File: src/rtl/wls_pkg.sv
package wls_pkg;
  typedef enum logic [1:0] {
    OP_ALU    = 2'b00,
    OP_BRANCH = 2'b01,
    OP_JOIN   = 2'b10,
    OP_ALU2   = 2'b11
  } op_e;

  typedef enum logic {
    ST_IDLE  = 1'b0,
    ST_ISSUE = 1'b1
  } st_e;
endpackage

File: src/rtl/wls_rr_pick.sv
module wls_rr_pick #(
  parameter int N = 8,
  localparam int W = $clog2(N)
) (
  input  logic [N-1:0] req_i,
  input  logic [W-1:0] last_i,
  output logic         gnt_valid_o,
  output logic [W-1:0] gnt_idx_o
);
  logic [W-1:0] pos;

  // scan downward so the nearest candidate after last_i wins
  always_comb begin
    gnt_valid_o = 1'b0;
    gnt_idx_o   = '0;
    pos         = '0;
    for (int k = N; k >= 1; k--) begin
      pos = W'((int'(last_i) + k) % N);
      if (req_i[pos]) begin
        gnt_valid_o = 1'b1;
        gnt_idx_o   = pos;
      end
    end
  end
endmodule

File: src/rtl/wls_mask_stack.sv
module wls_mask_stack #(
  parameter int VEC_LEN = 64,
  parameter int DEPTH   = 3,
  localparam int CW = $clog2(DEPTH + 1),
  localparam int IW = (DEPTH > 1) ? $clog2(DEPTH) : 1
) (
  input  logic               clk,
  input  logic               rst_n,
  input  logic               push_i,
  input  logic               pop_i,
  input  logic [VEC_LEN-1:0] cond_i,
  output logic [VEC_LEN-1:0] top_o,
  output logic               fault_o
);
  logic [VEC_LEN-1:0] top_q, top_d;
  logic [CW-1:0]      cnt_q, cnt_d;
  logic [VEC_LEN-1:0] save_q [DEPTH];
  logic               wr_en;

  always_comb begin
    top_d   = top_q;
    cnt_d   = cnt_q;
    wr_en   = 1'b0;
    fault_o = 1'b0;
    if (push_i) begin
      if (cnt_q == CW'(DEPTH)) begin
        fault_o = 1'b1;
      end else begin
        top_d = top_q & cond_i;
        cnt_d = cnt_q + 1'b1;
        wr_en = 1'b1;
      end
    end else if (pop_i) begin
      if (cnt_q == '0) begin
        fault_o = 1'b1;
      end else begin
        top_d = save_q[IW'(cnt_q - 1'b1)];
        cnt_d = cnt_q - 1'b1;
      end
    end
  end

  always_ff @(posedge clk or negedge rst_n) begin
    if (!rst_n) begin
      top_q <= '1;
      cnt_q <= '0;
    end else begin
      top_q <= top_d;
      cnt_q <= cnt_d;
    end
  end

  // saved entries need no reset: they are read only below cnt_q
  always_ff @(posedge clk) begin
    if (wr_en) save_q[IW'(cnt_q)] <= top_q;
  end

  assign top_o = top_q;
endmodule

File: src/rtl/wave_lane_seq.sv
module wave_lane_seq #(
  parameter int NUM_WAVES   = 8,
  parameter int LANES       = 16,
  parameter int VEC_LEN     = 64,
  parameter int STACK_DEPTH = 3,
  parameter int PC_W        = 8,
  localparam int WID_W  = $clog2(NUM_WAVES),
  localparam int GROUPS = VEC_LEN / LANES,
  localparam int GRP_W  = $clog2(GROUPS)
) (
  input  logic                 clk,
  input  logic                 rst_n,
  input  logic [NUM_WAVES-1:0] ready_i,
  input  logic [1:0]           op_i,
  input  logic                 vlen32_i,
  input  logic [VEC_LEN-1:0]   cond_i,
  output logic                 sel_valid_o,
  output logic [WID_W-1:0]     sel_wave_o,
  output logic                 grp_valid_o,
  output logic [GRP_W-1:0]     grp_idx_o,
  output logic [LANES-1:0]     lane_en_o,
  output logic [WID_W-1:0]     wave_id_o,
  output logic [PC_W-1:0]      pc_o,
  output logic                 err_o
);
  import wls_pkg::*;

  localparam logic [VEC_LEN-1:0] HALF_MASK = VEC_LEN'({(VEC_LEN/2){1'b1}});

  st_e              st_q, st_d;
  logic [GRP_W-1:0] grp_q, grp_d, last_grp;
  logic [WID_W-1:0] wave_q, wave_d, prev_q, prev_d;
  logic             short_q, short_d;
  logic             err_q, err_d;
  logic [PC_W-1:0]  pc_q [NUM_WAVES];
  logic [PC_W-1:0]  pc_d [NUM_WAVES];

  logic               gnt_valid, pick_fire;
  logic [WID_W-1:0]   gnt_idx;
  op_e                op_dec;
  logic [VEC_LEN-1:0] vmask;
  logic [VEC_LEN-1:0] top_m [NUM_WAVES];
  logic [NUM_WAVES-1:0] push_w, pop_w, fault_w;

  assign op_dec    = op_e'(op_i);
  assign pick_fire = (st_q == ST_IDLE) && gnt_valid;
  assign vmask     = vlen32_i ? HALF_MASK : '1;
  assign last_grp  = short_q ? GRP_W'(GROUPS/2 - 1) : GRP_W'(GROUPS - 1);

  wls_rr_pick #(.N(NUM_WAVES)) u_pick (
    .req_i       (ready_i),
    .last_i      (prev_q),
    .gnt_valid_o (gnt_valid),
    .gnt_idx_o   (gnt_idx)
  );

  for (genvar w = 0; w < NUM_WAVES; w++) begin : g_wave
    assign push_w[w] = pick_fire && (gnt_idx == WID_W'(w)) && (op_dec == OP_BRANCH);
    assign pop_w[w]  = pick_fire && (gnt_idx == WID_W'(w)) && (op_dec == OP_JOIN);
    wls_mask_stack #(.VEC_LEN(VEC_LEN), .DEPTH(STACK_DEPTH)) u_stk (
      .clk     (clk),
      .rst_n   (rst_n),
      .push_i  (push_w[w]),
      .pop_i   (pop_w[w]),
      .cond_i  (cond_i),
      .top_o   (top_m[w]),
      .fault_o (fault_w[w])
    );
  end

  always_comb begin
    st_d    = st_q;
    grp_d   = grp_q;
    wave_d  = wave_q;
    prev_d  = prev_q;
    short_d = short_q;
    err_d   = err_q | (|fault_w);
    pc_d    = pc_q;
    if (pick_fire) begin
      prev_d = gnt_idx;
      if ((op_dec == OP_BRANCH) || (op_dec == OP_JOIN) ||
          ((top_m[gnt_idx] & vmask) == '0)) begin
        pc_d[gnt_idx] = pc_q[gnt_idx] + 1'b1;
      end else begin
        st_d    = ST_ISSUE;
        grp_d   = '0;
        wave_d  = gnt_idx;
        short_d = vlen32_i;
      end
    end else if (st_q == ST_ISSUE) begin
      grp_d = grp_q + 1'b1;
      if (grp_q == last_grp) begin
        st_d          = ST_IDLE;
        pc_d[wave_q]  = pc_q[wave_q] + 1'b1;
      end
    end
  end

  always_ff @(posedge clk or negedge rst_n) begin
    if (!rst_n) begin
      st_q    <= ST_IDLE;
      grp_q   <= '0;
      wave_q  <= '0;
      prev_q  <= WID_W'(NUM_WAVES - 1);
      short_q <= 1'b0;
      err_q   <= 1'b0;
      for (int i = 0; i < NUM_WAVES; i++) pc_q[i] <= '0;
    end else begin
      st_q    <= st_d;
      grp_q   <= grp_d;
      wave_q  <= wave_d;
      prev_q  <= prev_d;
      short_q <= short_d;
      err_q   <= err_d;
      pc_q    <= pc_d;
    end
  end

  assign sel_valid_o = pick_fire;
  assign sel_wave_o  = gnt_idx;
  assign grp_valid_o = (st_q == ST_ISSUE);
  assign grp_idx_o   = grp_q;
  assign wave_id_o   = wave_q;
  assign pc_o        = pc_q[wave_q];
  assign err_o       = err_q;
  assign lane_en_o   = grp_valid_o ? top_m[wave_q][int'(grp_q)*LANES +: LANES] : '0;
endmodule

File: config.mk
export PLATFORM = sky130hd
export DESIGN_NAME = wave_lane_seq
export DESIGN_NICKNAME = d
export VERILOG_FILES = /design/src/rtl/wls_pkg.sv /design/src/rtl/wls_rr_pick.sv /design/src/rtl/wls_mask_stack.sv /design/src/rtl/wave_lane_seq.sv
export SDC_FILE = /design/constraint.sdc
export NUM_CORES = 2
export LEC_CHECK = 0
export BUFFER_PORTS_ARGS = -buffer_cell sky130_fd_sc_hd__buf_2
export CAP_MARGIN = 20
export CELL_PAD_IN_SITES_DETAIL_PLACEMENT = 0
export CELL_PAD_IN_SITES_GLOBAL_PLACEMENT = 1
export CORE_ASPECT_RATIO = 1.25
export CORE_MARGIN = 2
export CORE_UTILIZATION = 47
export CTS_CLUSTER_DIAMETER = 100
export DETAILED_ROUTE_END_ITERATION = 8
export PLACE_DENSITY_LB_ADDON = 0.1
export RECOVER_POWER = 50
export SYNTH_ARGS = -nofsm -noshare
export SYNTH_HDL_FRONTEND = slang
export SYNTH_SLANG_ARGS = --single-unit
export TNS_END_PERCENT = 1
File: constraint.sdc
create_clock -name clk -period 11 [get_ports clk]
set_input_delay 0.55 -clock clk [delete_from_list [all_inputs] [get_ports clk]]
set_output_delay 0.55 -clock clk [all_outputs]
set_load 0.02 [all_outputs]
==> reports/qor.csv <==
metric;value;unit
status;finished with violations;
violations;max-capacitance violations, max-slew violations;
worstMarginPinSlew;4.91;ns
grt_pass1_vias;61200;
holdPathEnd;short_q$_DFFE_PN0P_;
register_area;61900;µm²
die_w;398;µm
cp-end-kind;async pin;
io_buffer_count;111;
n_fill_cell;16700;
synth_area;91000;µm²
grt_usage;0.346;
stdcell_count;9869;
worst-r2r-cell-count;14;
worstHoldPathCells;2;
layout-drive-gt1-share;0.100;
yosysTopAreaCellShare;0.507;
design.core.area;192000;µm²
synth_area_leaders;edfxtp_1 51%, dfstp_2 15%, mux2i_1 6.2%;
p_leak;36.8;nW
hold_violations;0;
path_max_fanout;64;
clkTransAtPathRegs;0.06;ns
ant_nets;0;
hp-start;vlen32_i;
die_area;197000;µm²
placed_cell_area;94400;µm²
grt_pass1_wl;479000;µm
r2r-end;g_wave[3].u_stk.save_q[1][43]$_DFFE_PP_;
ys_seq_area_frac;0.680;
grt_max_degree;87;
die_h;496;µm
arrival;9.54;ns
slew_headroom;-2.27;
fp-row-count;180;
yosysWarnings;0;
postSynth.asyncResetShare;0.282;
period_share;0.775;
overflow;0;
finalWeightedCongestion;0.927;
post_cts_resized;0;
io_pins;112;
cts_tree;yes;
ys_ff_latch;2139;
avgSynthCellArea;12.7;µm²
power.total;33.3;mW
drc;0;
dr.first_iter.drc_count;7293;
dpl.hpwl;220000;µm
multi_input_area;25400;µm²
slew_viol_final;542;
fin_setup_tns;0;ns
rsz0062_at_grt;no;
syn_nets;7269;
drv_cap;14;
final-setup-viol-count;0;
worstSetupPathType;input port to async pin;
wl_per_cell;34.9;µm
final.setup.worst_slack;2.48;ns
period_minus_slack;8.52;ns
utilization;0.527;
num_vias;63500;
hold_ws;0.121;ns
fmax;117;MHz
antenna_found_initial;34;
clock_path_buffers;3;
skew;0.0353;ns
final_area;101000;µm²
r2r-start;prev_q[0]$_DFFE_PN1P_;
ys_types;96;
placed_cells_incl_taps;9463;
start_util;0.473;
synth_top_cell_by_area;edfxtp_1;
clock-root-buffer;clkbuf_16;
ys.flop_type;edfxtp_1;
pre_cts_ws;3.37;ns
syn_inst;7154;
worstPathRequired;12.01;ns
finish.net_count;7242;
clk_latency;0.87;ns
htreeDepth;4;
critPathLaunchType;input port;
drt_first_pass_iters;6;
via_per_inst;6.43;
ir_worst_vdd;0.000275;V
power_density;328;nW/µm²
hold_path.class;input port to flop;
synth-edff-count;1536;
drt-total-wl;344000;µm
cts_buffers;209;
clkSinkCount;2139;
rrSetupSlack;2.90;ns
area_growth;11.4;%
==> cells in the final DEF, fill, tap and decap left out, drive strengths merged, types with 134 or more instances in the layout <==
cell type,instances
o21ai,612
nor4,134
nand2,688
o22ai,569
nor2,145
buf,262
mux2i,567
a21oi,594
dfstp,515
inv,563
clkbuf,335
edfxtp,1536
==> kinds of logic after synthesis <==
kind of cell | after synthesis | synth area share
buf+inv | 1079 | 0.0467
fa+ha+maj | 38 | 0.00523
compound gates | 2119 | 0.138
mux | 604 | 0.0701
flops | 2139 | 0.680
xor+xnor | 33 | 0.00342
simple gates | 1142 | 0.0565
==> area by class of cell <==
| cell class | count | share of cell area |
|---|---|---|
| flip-flops and latches | 2139 | 0.611 |
| multi-input cells | 3936 | 0.250 |
| clock buffers | 317 | 0.0616 |
| well taps | 2548 | 0.0315 |
| inverters | 560 | 0.0208 |
| repair buffers | 281 | 0.0179 |
| clock inverters | 78 | 0.00726 |
| diodes | 10 | 0.000247 |
==> routing by layer <==
metal  vias up  track usage  share of wire
met5         -            0        0.00044
met1     32700        0.463           0.39
li1      26500            -              -
met2      3383        0.532           0.45
met3       829       0.0711          0.092
met4        24        0.187          0.062
==> how the worst max path moves through the flow <==
stage / start / to / cells past startpoint / slack (ns)
4_1_cts: prev_q[1]$_DFFE_PN1P_ / g_wave[3].u_stk.save_q[2][63]$_DFFE_PP_ / 14 / 3.32
5_1_grt: rst_n / g_wave[1].u_stk.top_o[45]$_DFFE_PN1P_ / 4 / 1.73
6_report: rst_n / g_wave[6].u_stk.top_o[39]$_DFFE_PN1P_ / 4 / 2.48
3_3_place_gp: prev_q[1]$_DFFE_PN1P_ / g_wave[3].u_stk.save_q[2][51]$_DFFE_PP_ / 14 / 3.37
2_1_floorplan: prev_q[0]$_DFFE_PN1P_ / g_wave[2].u_stk.save_q[1][0]$_DFFE_PP_ / 15 / 0.54
3_5_place_dp: prev_q[1]$_DFFE_PN1P_ / g_wave[3].u_stk.save_q[2][51]$_DFFE_PP_ / 14 / 3.37
==> cells in the mapped netlist, drive strengths merged (19+ instances only) <==
master and number:
nand2 688, nor2 145, dfstp 515, ha 38
clkbuf 387, dfrtp 88, a211oi 19, xnor2 25
nand3 27, a21oi 594, nor4 134, inv 556
o211ai 22, mux4 25, buf 132, nand4 43
a221oi 44, a22oi 85, mux2i 567, o21ai 612
o22ai 569, a221o 26, a22o 29, nor3b 20
edfxtp 1536
==> critical path, stage by stage <==
cell and delay [ns]:
dlygate4sd3_1 0.52, clkbuf_1 3.40, clkbuf_1 2.06, clkbuf_1 2.77
==> power breakdown <==
group | switching, mW | internal (mW) | leakage (nW)
clock network | 3.16 | 4.14 | 3.41
logic | 8.68 | 3.58 | 13.4
registers | 2.46 | 11.3 | 20.0
total | 14.3 | 19.0 | 36.8
==> sequential cells by signal (all words and copies together), names as in the netlist <==
name / flops
pc_q: 64
grp_valid_o: 1
g_wave.u_stk.save_q: 1536
err_o: 1
wave_id_o: 3
g_wave.u_stk.top_o: 512
short_q: 1
grp_idx_o: 2
prev_q: 3
g_wave.u_stk.cnt_q: 16
==> timing repair <==
| action | CTS | global route |
|---|---|---|
| endpoints found under the hold margin | 2 | 0 |
| hold buffers | 1 | 0 |
| buffers inserted | 0 | 0 |
Power figures use the tool's default switching activity.
